[src/rtl/fls_pkg.sv]
package fls_pkg;

  typedef enum logic [1:0] {
    NET_NONE   = 2'b00,
    NET_DIFF   = 2'b01,
    NET_BORROW = 2'b10,
    NET_BOTH   = 2'b11
  } net_code_t;

  function automatic int idx_bits(input int width);
    return (width > 1) ? $clog2(width) : 1;
  endfunction

endpackage

[src/rtl/fls_cell.sv]
module fls_cell (
  input  logic bit_a,
  input  logic bit_b,
  input  logic brw_i,
  input  logic flip_d,
  input  logic flip_o,
  output logic dif_o,
  output logic brw_o,
  output logic err_d,
  output logic err_o
);

  logic dif_raw, brw_raw;
  logic par_ai, cmp_db, cmp_ob, odd_mix;

  // arithmetic part
  assign dif_raw = bit_a ^ bit_b ^ brw_i;
  assign brw_raw = (~bit_a & bit_b) | (~bit_a & brw_i) | (bit_b & brw_i);

  // fault insertion between arithmetic and checker
  assign dif_o = dif_raw ^ flip_d;
  assign brw_o = brw_raw ^ flip_o;

  // difference checker: (a ^ bin) must equal (d ^ b)
  assign par_ai = bit_a ^ brw_i;
  assign cmp_db = ~(dif_o ^ bit_b);
  assign err_d  = ~(par_ai ^ cmp_db);

  // borrow checker: (bout ^ b) must equal the cases where a, b, bin disagree that way
  assign cmp_ob  = ~(brw_o ^ bit_b);
  assign odd_mix = (~bit_a & ~bit_b & brw_i) | (bit_a & bit_b & ~brw_i);
  assign err_o   = ~(cmp_ob ^ odd_mix);

endmodule

[src/rtl/fls_chain.sv]
module fls_chain #(
  parameter int W = 8
) (
  input  logic [W-1:0] op_a,
  input  logic [W-1:0] op_b,
  input  logic         brw_in,
  input  logic [W-1:0] flip_d,
  input  logic [W-1:0] flip_o,
  output logic [W-1:0] dif,
  output logic         brw_out,
  output logic [W-1:0] err_d,
  output logic [W-1:0] err_o
);

  logic [W:0] brw_link;

  assign brw_link[0] = brw_in;

  for (genvar g = 0; g < W; g++) begin : g_cell
    fls_cell u_cell (
      .bit_a  (op_a[g]),
      .bit_b  (op_b[g]),
      .brw_i  (brw_link[g]),
      .flip_d (flip_d[g]),
      .flip_o (flip_o[g]),
      .dif_o  (dif[g]),
      .brw_o  (brw_link[g+1]),
      .err_d  (err_d[g]),
      .err_o  (err_o[g])
    );
  end

  assign brw_out = brw_link[W];

endmodule

[src/rtl/fls_locator.sv]
module fls_locator
  import fls_pkg::*;
#(
  parameter int W    = 8,
  parameter int IDXW = 3
) (
  input  logic [W-1:0]    err_d,
  input  logic [W-1:0]    err_o,
  output logic            hit,
  output logic [IDXW-1:0] idx,
  output net_code_t       net
);

  // scan from the top down so the lowest flagged bit wins
  always_comb begin
    hit = 1'b0;
    idx = '0;
    net = NET_NONE;
    for (int i = W - 1; i >= 0; i--) begin
      if (err_d[i] | err_o[i]) begin
        hit = 1'b1;
        idx = IDXW'(i);
        net = net_code_t'({err_o[i], err_d[i]});
      end
    end
  end

endmodule

[src/rtl/fault_located_subtractor.sv]
module fault_located_subtractor
  import fls_pkg::*;
#(
  parameter int W    = 8,
  parameter int IDXW = fls_pkg::idx_bits(W)
) (
  input  logic            clk,
  input  logic            rst,
  input  logic            in_valid,
  input  logic [W-1:0]    a,
  input  logic [W-1:0]    b,
  input  logic            borrow_in,
  input  logic [W-1:0]    inj_diff,
  input  logic [W-1:0]    inj_borrow,
  output logic            out_valid,
  output logic [W-1:0]    diff,
  output logic            borrow_out,
  output logic [W-1:0]    flag_d,
  output logic [W-1:0]    flag_b,
  output logic            loc_valid,
  output logic [IDXW-1:0] loc_index,
  output logic [1:0]      loc_net
);

  logic [W-1:0]    c_dif, c_err_d, c_err_o;
  logic            c_brw;
  logic            c_hit;
  logic [IDXW-1:0] c_idx;
  net_code_t       c_net;

  fls_chain #(.W(W)) u_chain (
    .op_a    (a),
    .op_b    (b),
    .brw_in  (borrow_in),
    .flip_d  (inj_diff),
    .flip_o  (inj_borrow),
    .dif     (c_dif),
    .brw_out (c_brw),
    .err_d   (c_err_d),
    .err_o   (c_err_o)
  );

  fls_locator #(.W(W), .IDXW(IDXW)) u_loc (
    .err_d (c_err_d),
    .err_o (c_err_o),
    .hit   (c_hit),
    .idx   (c_idx),
    .net   (c_net)
  );

  always_ff @(posedge clk) begin
    if (rst) begin
      out_valid  <= 1'b0;
      diff       <= '0;
      borrow_out <= 1'b0;
      flag_d     <= '0;
      flag_b     <= '0;
      loc_valid  <= 1'b0;
      loc_index  <= '0;
      loc_net    <= 2'b00;
    end else begin
      out_valid <= in_valid;
      if (in_valid) begin
        diff       <= c_dif;
        borrow_out <= c_brw;
        flag_d     <= c_err_d;
        flag_b     <= c_err_o;
        loc_valid  <= c_hit;
        loc_index  <= c_idx;
        loc_net    <= c_net;
      end
    end
  end

  // clean arithmetic
  a_r1_clean_result: assert property (@(posedge clk) disable iff (rst)
    (in_valid && inj_diff == '0 && inj_borrow == '0) |=>
      ({borrow_out, diff} == $past({1'b0, a} - {1'b0, b} - {{W{1'b0}}, borrow_in})));

  // one-cycle strobe delay and hold
  a_r2_valid_delay: assert property (@(posedge clk) disable iff (rst)
    in_valid |=> out_valid);
  a_r2_idle_hold: assert property (@(posedge clk) disable iff (rst)
    !in_valid |=> (!out_valid && $stable(diff) && $stable(flag_d) && $stable(flag_b)));

  // no false alarms
  a_r3_no_false_flag: assert property (@(posedge clk) disable iff (rst)
    (in_valid && inj_diff == '0 && inj_borrow == '0) |=> (flag_d == '0 && flag_b == '0));

  // every inserted fault is seen on its own net
  a_r4_diff_flags: assert property (@(posedge clk) disable iff (rst)
    in_valid |=> (flag_d == $past(inj_diff)));
  a_r5_borrow_flags: assert property (@(posedge clk) disable iff (rst)
    in_valid |=> (flag_b == $past(inj_borrow)));

  // report names the lowest flagged bit and its nets
  a_r7_lowest_bit: assert property (@(posedge clk) disable iff (rst)
    (out_valid && loc_valid) |->
      ((((flag_d | flag_b) >> loc_index) & W'(1)) == W'(1) &&
       ((flag_d | flag_b) & ((W'(1) << loc_index) - W'(1))) == '0 &&
       loc_net == {flag_b[loc_index], flag_d[loc_index]}));

  // report valid tracks the flag vectors
  a_r8_report_valid: assert property (@(posedge clk) disable iff (rst)
    out_valid |-> (loc_valid == ((flag_d | flag_b) != '0)));

  // reset clears outputs
  a_r9_reset_clear: assert property (@(posedge clk)
    rst |=> (!out_valid && !loc_valid && flag_d == '0 && flag_b == '0 && diff == '0));

endmodule

[config.mk]
export PLATFORM = sky130hd
export DESIGN_NAME = fault_located_subtractor
export DESIGN_NICKNAME = d
export VERILOG_FILES = /design/src/rtl/fls_pkg.sv /design/src/rtl/fls_cell.sv /design/src/rtl/fls_chain.sv /design/src/rtl/fls_locator.sv /design/src/rtl/fault_located_subtractor.sv
export SDC_FILE = /design/constraint.sdc
export NUM_CORES = 1
export LEC_CHECK = 0
export BUFFER_PORTS_ARGS = -buffer_cell sky130_fd_sc_hd__buf_2
export CORE_UTILIZATION = 27
export CTS_BUF_LIST = sky130_fd_sc_hd__clkbuf_4 sky130_fd_sc_hd__clkbuf_8
export DETAILED_ROUTE_END_ITERATION = 10
export GPL_TIMING_DRIVEN = 0
export PLACE_DENSITY_LB_ADDON = 0.2
export SLEW_MARGIN = 30
export SYNTH_ARGS = -nofsm -noshare
export SYNTH_HDL_FRONTEND = slang
export SYNTH_HIERARCHICAL = 1
export SYNTH_SLANG_ARGS = --single-unit
[constraint.sdc]
create_clock -name clk -period 8.42 [get_ports clk]
set_input_delay 0.842 -clock clk [delete_from_list [all_inputs] [get_ports clk]]
set_output_delay 0.842 -clock clk [all_outputs]
set_load 0.01 [all_outputs]
==> qor.txt <==
CTS tree - built
post-cts repair resize count - 0
Placed Area - 2968 um^2
Slowest-stage cell, CP - or4_4
Setup crit start kind - input port
Worst-Margin Slew - 539.9 ps
Leak - 0.001595 uW
Top FF cell, synth - dfxtp_1
antenna violation net count after detailed routing - 0
CTS Sinks - 32
ys async rst share - 0%
synthesized area - 2502 um^2
RSZ-0062 raised after global routing - false
first-pass GRT wire length - 8652 um
Final Hold Viols - 0
syn nets - 309
routed len/inst - 12.66 um
number of synthesis warnings - 6
layout overhead on the synthesized area - 21.85%
final-report max-slew violation count - 0
Fmax - 0.1327 GHz
post-route setup slack - 885.0 ps
min-delay worst type - reg2reg
Worst Setup End Kind - flip-flop
EDFF count, synth - 0
Antenna Diode Count - 0
Gate Count Post-Synth - 241
Vias/cell - 4.263
Core Rows - 34
Synth top area share - 25.60%
number of distinct library cells after synthesis - 29
Longest Clk Path Bufs - 2
largest net degree at the start of global routing - 11
PwrDens - 203.3 nW/um^2
Yosys top cell by area - dfxtp_1
commonest non-fill, non-tap cells in the layout - buf_2, nor2_1, mux2i_1
Die Y-Extent - 98.27 um
Root Buffer Master - clkbuf_8
setup violators final - 0
CP Buf/Inv Count - 2
Detailed Place HPWL - 4308 um
CP peak stage delay - 560 ps
cts hold-fix bufs - 0
outcome - complete, but fails checks
RD Place Congestion - 0.6996
Starting Density - 28.28%
Tot Pwr - 620.0 uW
WS Path Type - in2reg
vias after detailed routing - 1799
global route overflow - 0
I/O Buffers - 66
Overall Global Routing Usage - 11.45%
CP cell instances - buf_2 -> inv_1 -> fa_1 -> xor2_2 -> fa_1 -> xor2_2 -> fa_1 -> xor2_2 -> fa_1 -> xor2_2 -> fa_1 -> xor2_2 -> fa_1 -> xor2_2 -> fa_1 -> xor2_2 -> fa_1 -> xor2_2 -> xnor3_1 -> or4_4 -> or3_1 -> mux2i_1 -> nor2_1
layout cell share with drive strength beyond 1 - 27.71%
failing checks - design-rule violations
Die W - 98.27 um
die area - 9657 um^2
Placeable Area - 8848 um^2
worst hold margin - 493.6 ps
CTS Buf Count - 5
Top delay family on crit path - adder cells
Worst-Skew Late Latency - 280 ps
clk_skew - 0 ps
top cells by area, synth - dfxtp_1, mux2i_1, ha_1, xnor3_1, fa_1
Initial DRC Count - 58
CTS H-tree lvls - 2
vias in the first global route - 1757
DR pass1 iterations - 9
setup TNS - 0 ps
Synth Register Bits - 32
syn avg cell area - 10.38 um^2
Critical Path RT - 8590 ps
pre-CTS setup slack - 542.8 ps
post-synthesis sequential area ratio - 25.60%
arrival time of the worst setup path - 7710 ps
Nets - 382
DRC - 4
initial antenna violation count - 0
Max Cap Violations - 0
crit path time final - 7535 ps
Worst-path clk slew - 70 ps
worst-path fanout max - 4
design area - 3049 um^2
period utilization - 89.49%
VDD IR max - 55.54 uV
Max-Slew Margin vs Limit - 63.08%
io pins - 68
WL final - 5344 um
total setup buffers inserted after CTS - 0
most common cell after layout, fill and taps aside - buf_2
-- path summary, 6_finish.rpt --
check	startpoint	to	slack (ps)	cells after the start
setup / recovery	a[0]	loc_valid	890	23
hold / removal	flag_d[5]	flag_d[5]	490	2
setup reg to reg	flag_b[2]	flag_b[2]	7790	2
hold reg to reg	flag_d[5]	flag_d[5]	490	2
-- report_power, final --
part	total [uW]	internal, uW	switching [uW]
combinational	316	138	178
clock	112	59.3	53.2
sequential	191	178	13.7
-- state kept, by name (all words and copies together), names as in the netlist --
register    count
diff            8
flag_b          8
flag_d          8
loc_index       3
loc_net         2
borrow_out      1
loc_valid       1
out_valid       1
-- per-layer routing --
| metal | GRT usage [%] | up-vias | share of wire (%) |
|---|---|---|---|
| li1 | - | 923 | - |
| met1 | 15.18 | 830 | 48 |
| met2 | 18.58 | 40 | 46 |
| met3 | 3.006 | 6 | 5.1 |
| met4 | 2.755 | 0 | 0.77 |
| met5 | 0 | - | 0 |
-- worst register-to-register path, stage by stage (launching register included) --
cell     delay (ps)
dfxtp_1         320
mux2i_1         120
nor2_1           50
-- cells by family after synthesis --
group,count (synthesis),synth area share [%]
simple gates,50,8.400
mux,39,15.60
buf+inv,31,6.950
fa+ha+maj,32,18.40
compound gates,17,4.250
xor+xnor,40,20.80
flops,32,25.60
-- Yosys cell counts, types with 2 or more instances --
| master | number |
|---|---|
| nor2_1 | 41 |
| mux2i_1 | 39 |
| dfxtp_1 | 32 |
| ha_1 | 24 |
| inv_1 | 24 |
| xnor2_1 | 16 |
| fa_1 | 8 |
| xnor3_1 | 8 |
| xor2_1 | 8 |
| xor2_2 | 8 |
| a21oi_1 | 5 |
| o21ai_0 | 5 |
| buf_12 | 3 |
| a2111oi_0 | 2 |
| clkbuf_1 | 2 |
| nand3_1 | 2 |
| nor4_1 | 2 |
-- through the flow --
step / cells / util (%)
after CTS: 422 / 34.46
after global placement: 415 / 33.54
final: 422 / 34.46
after floorplan: 241 / -
after global routing: 422 / 34.46
after detailed placement: 415 / 33.54
-- cell type report --
| class | instances | area, um^2 |
|---|---|---|
| fill | 942 | 5799 |
| multi-input combinational | 178 | 1688 |
| clock buffer | 6 | 76.32 |
| inverter | 24 | 90.09 |
| buffer | 7 | 83.83 |
| tap | 108 | 135.1 |
| sequential | 32 | 640.6 |
| clock inverter | 1 | 5.005 |
| timing repair buffer | 66 | 330.3 |
(Power assumes the default switching activity.)
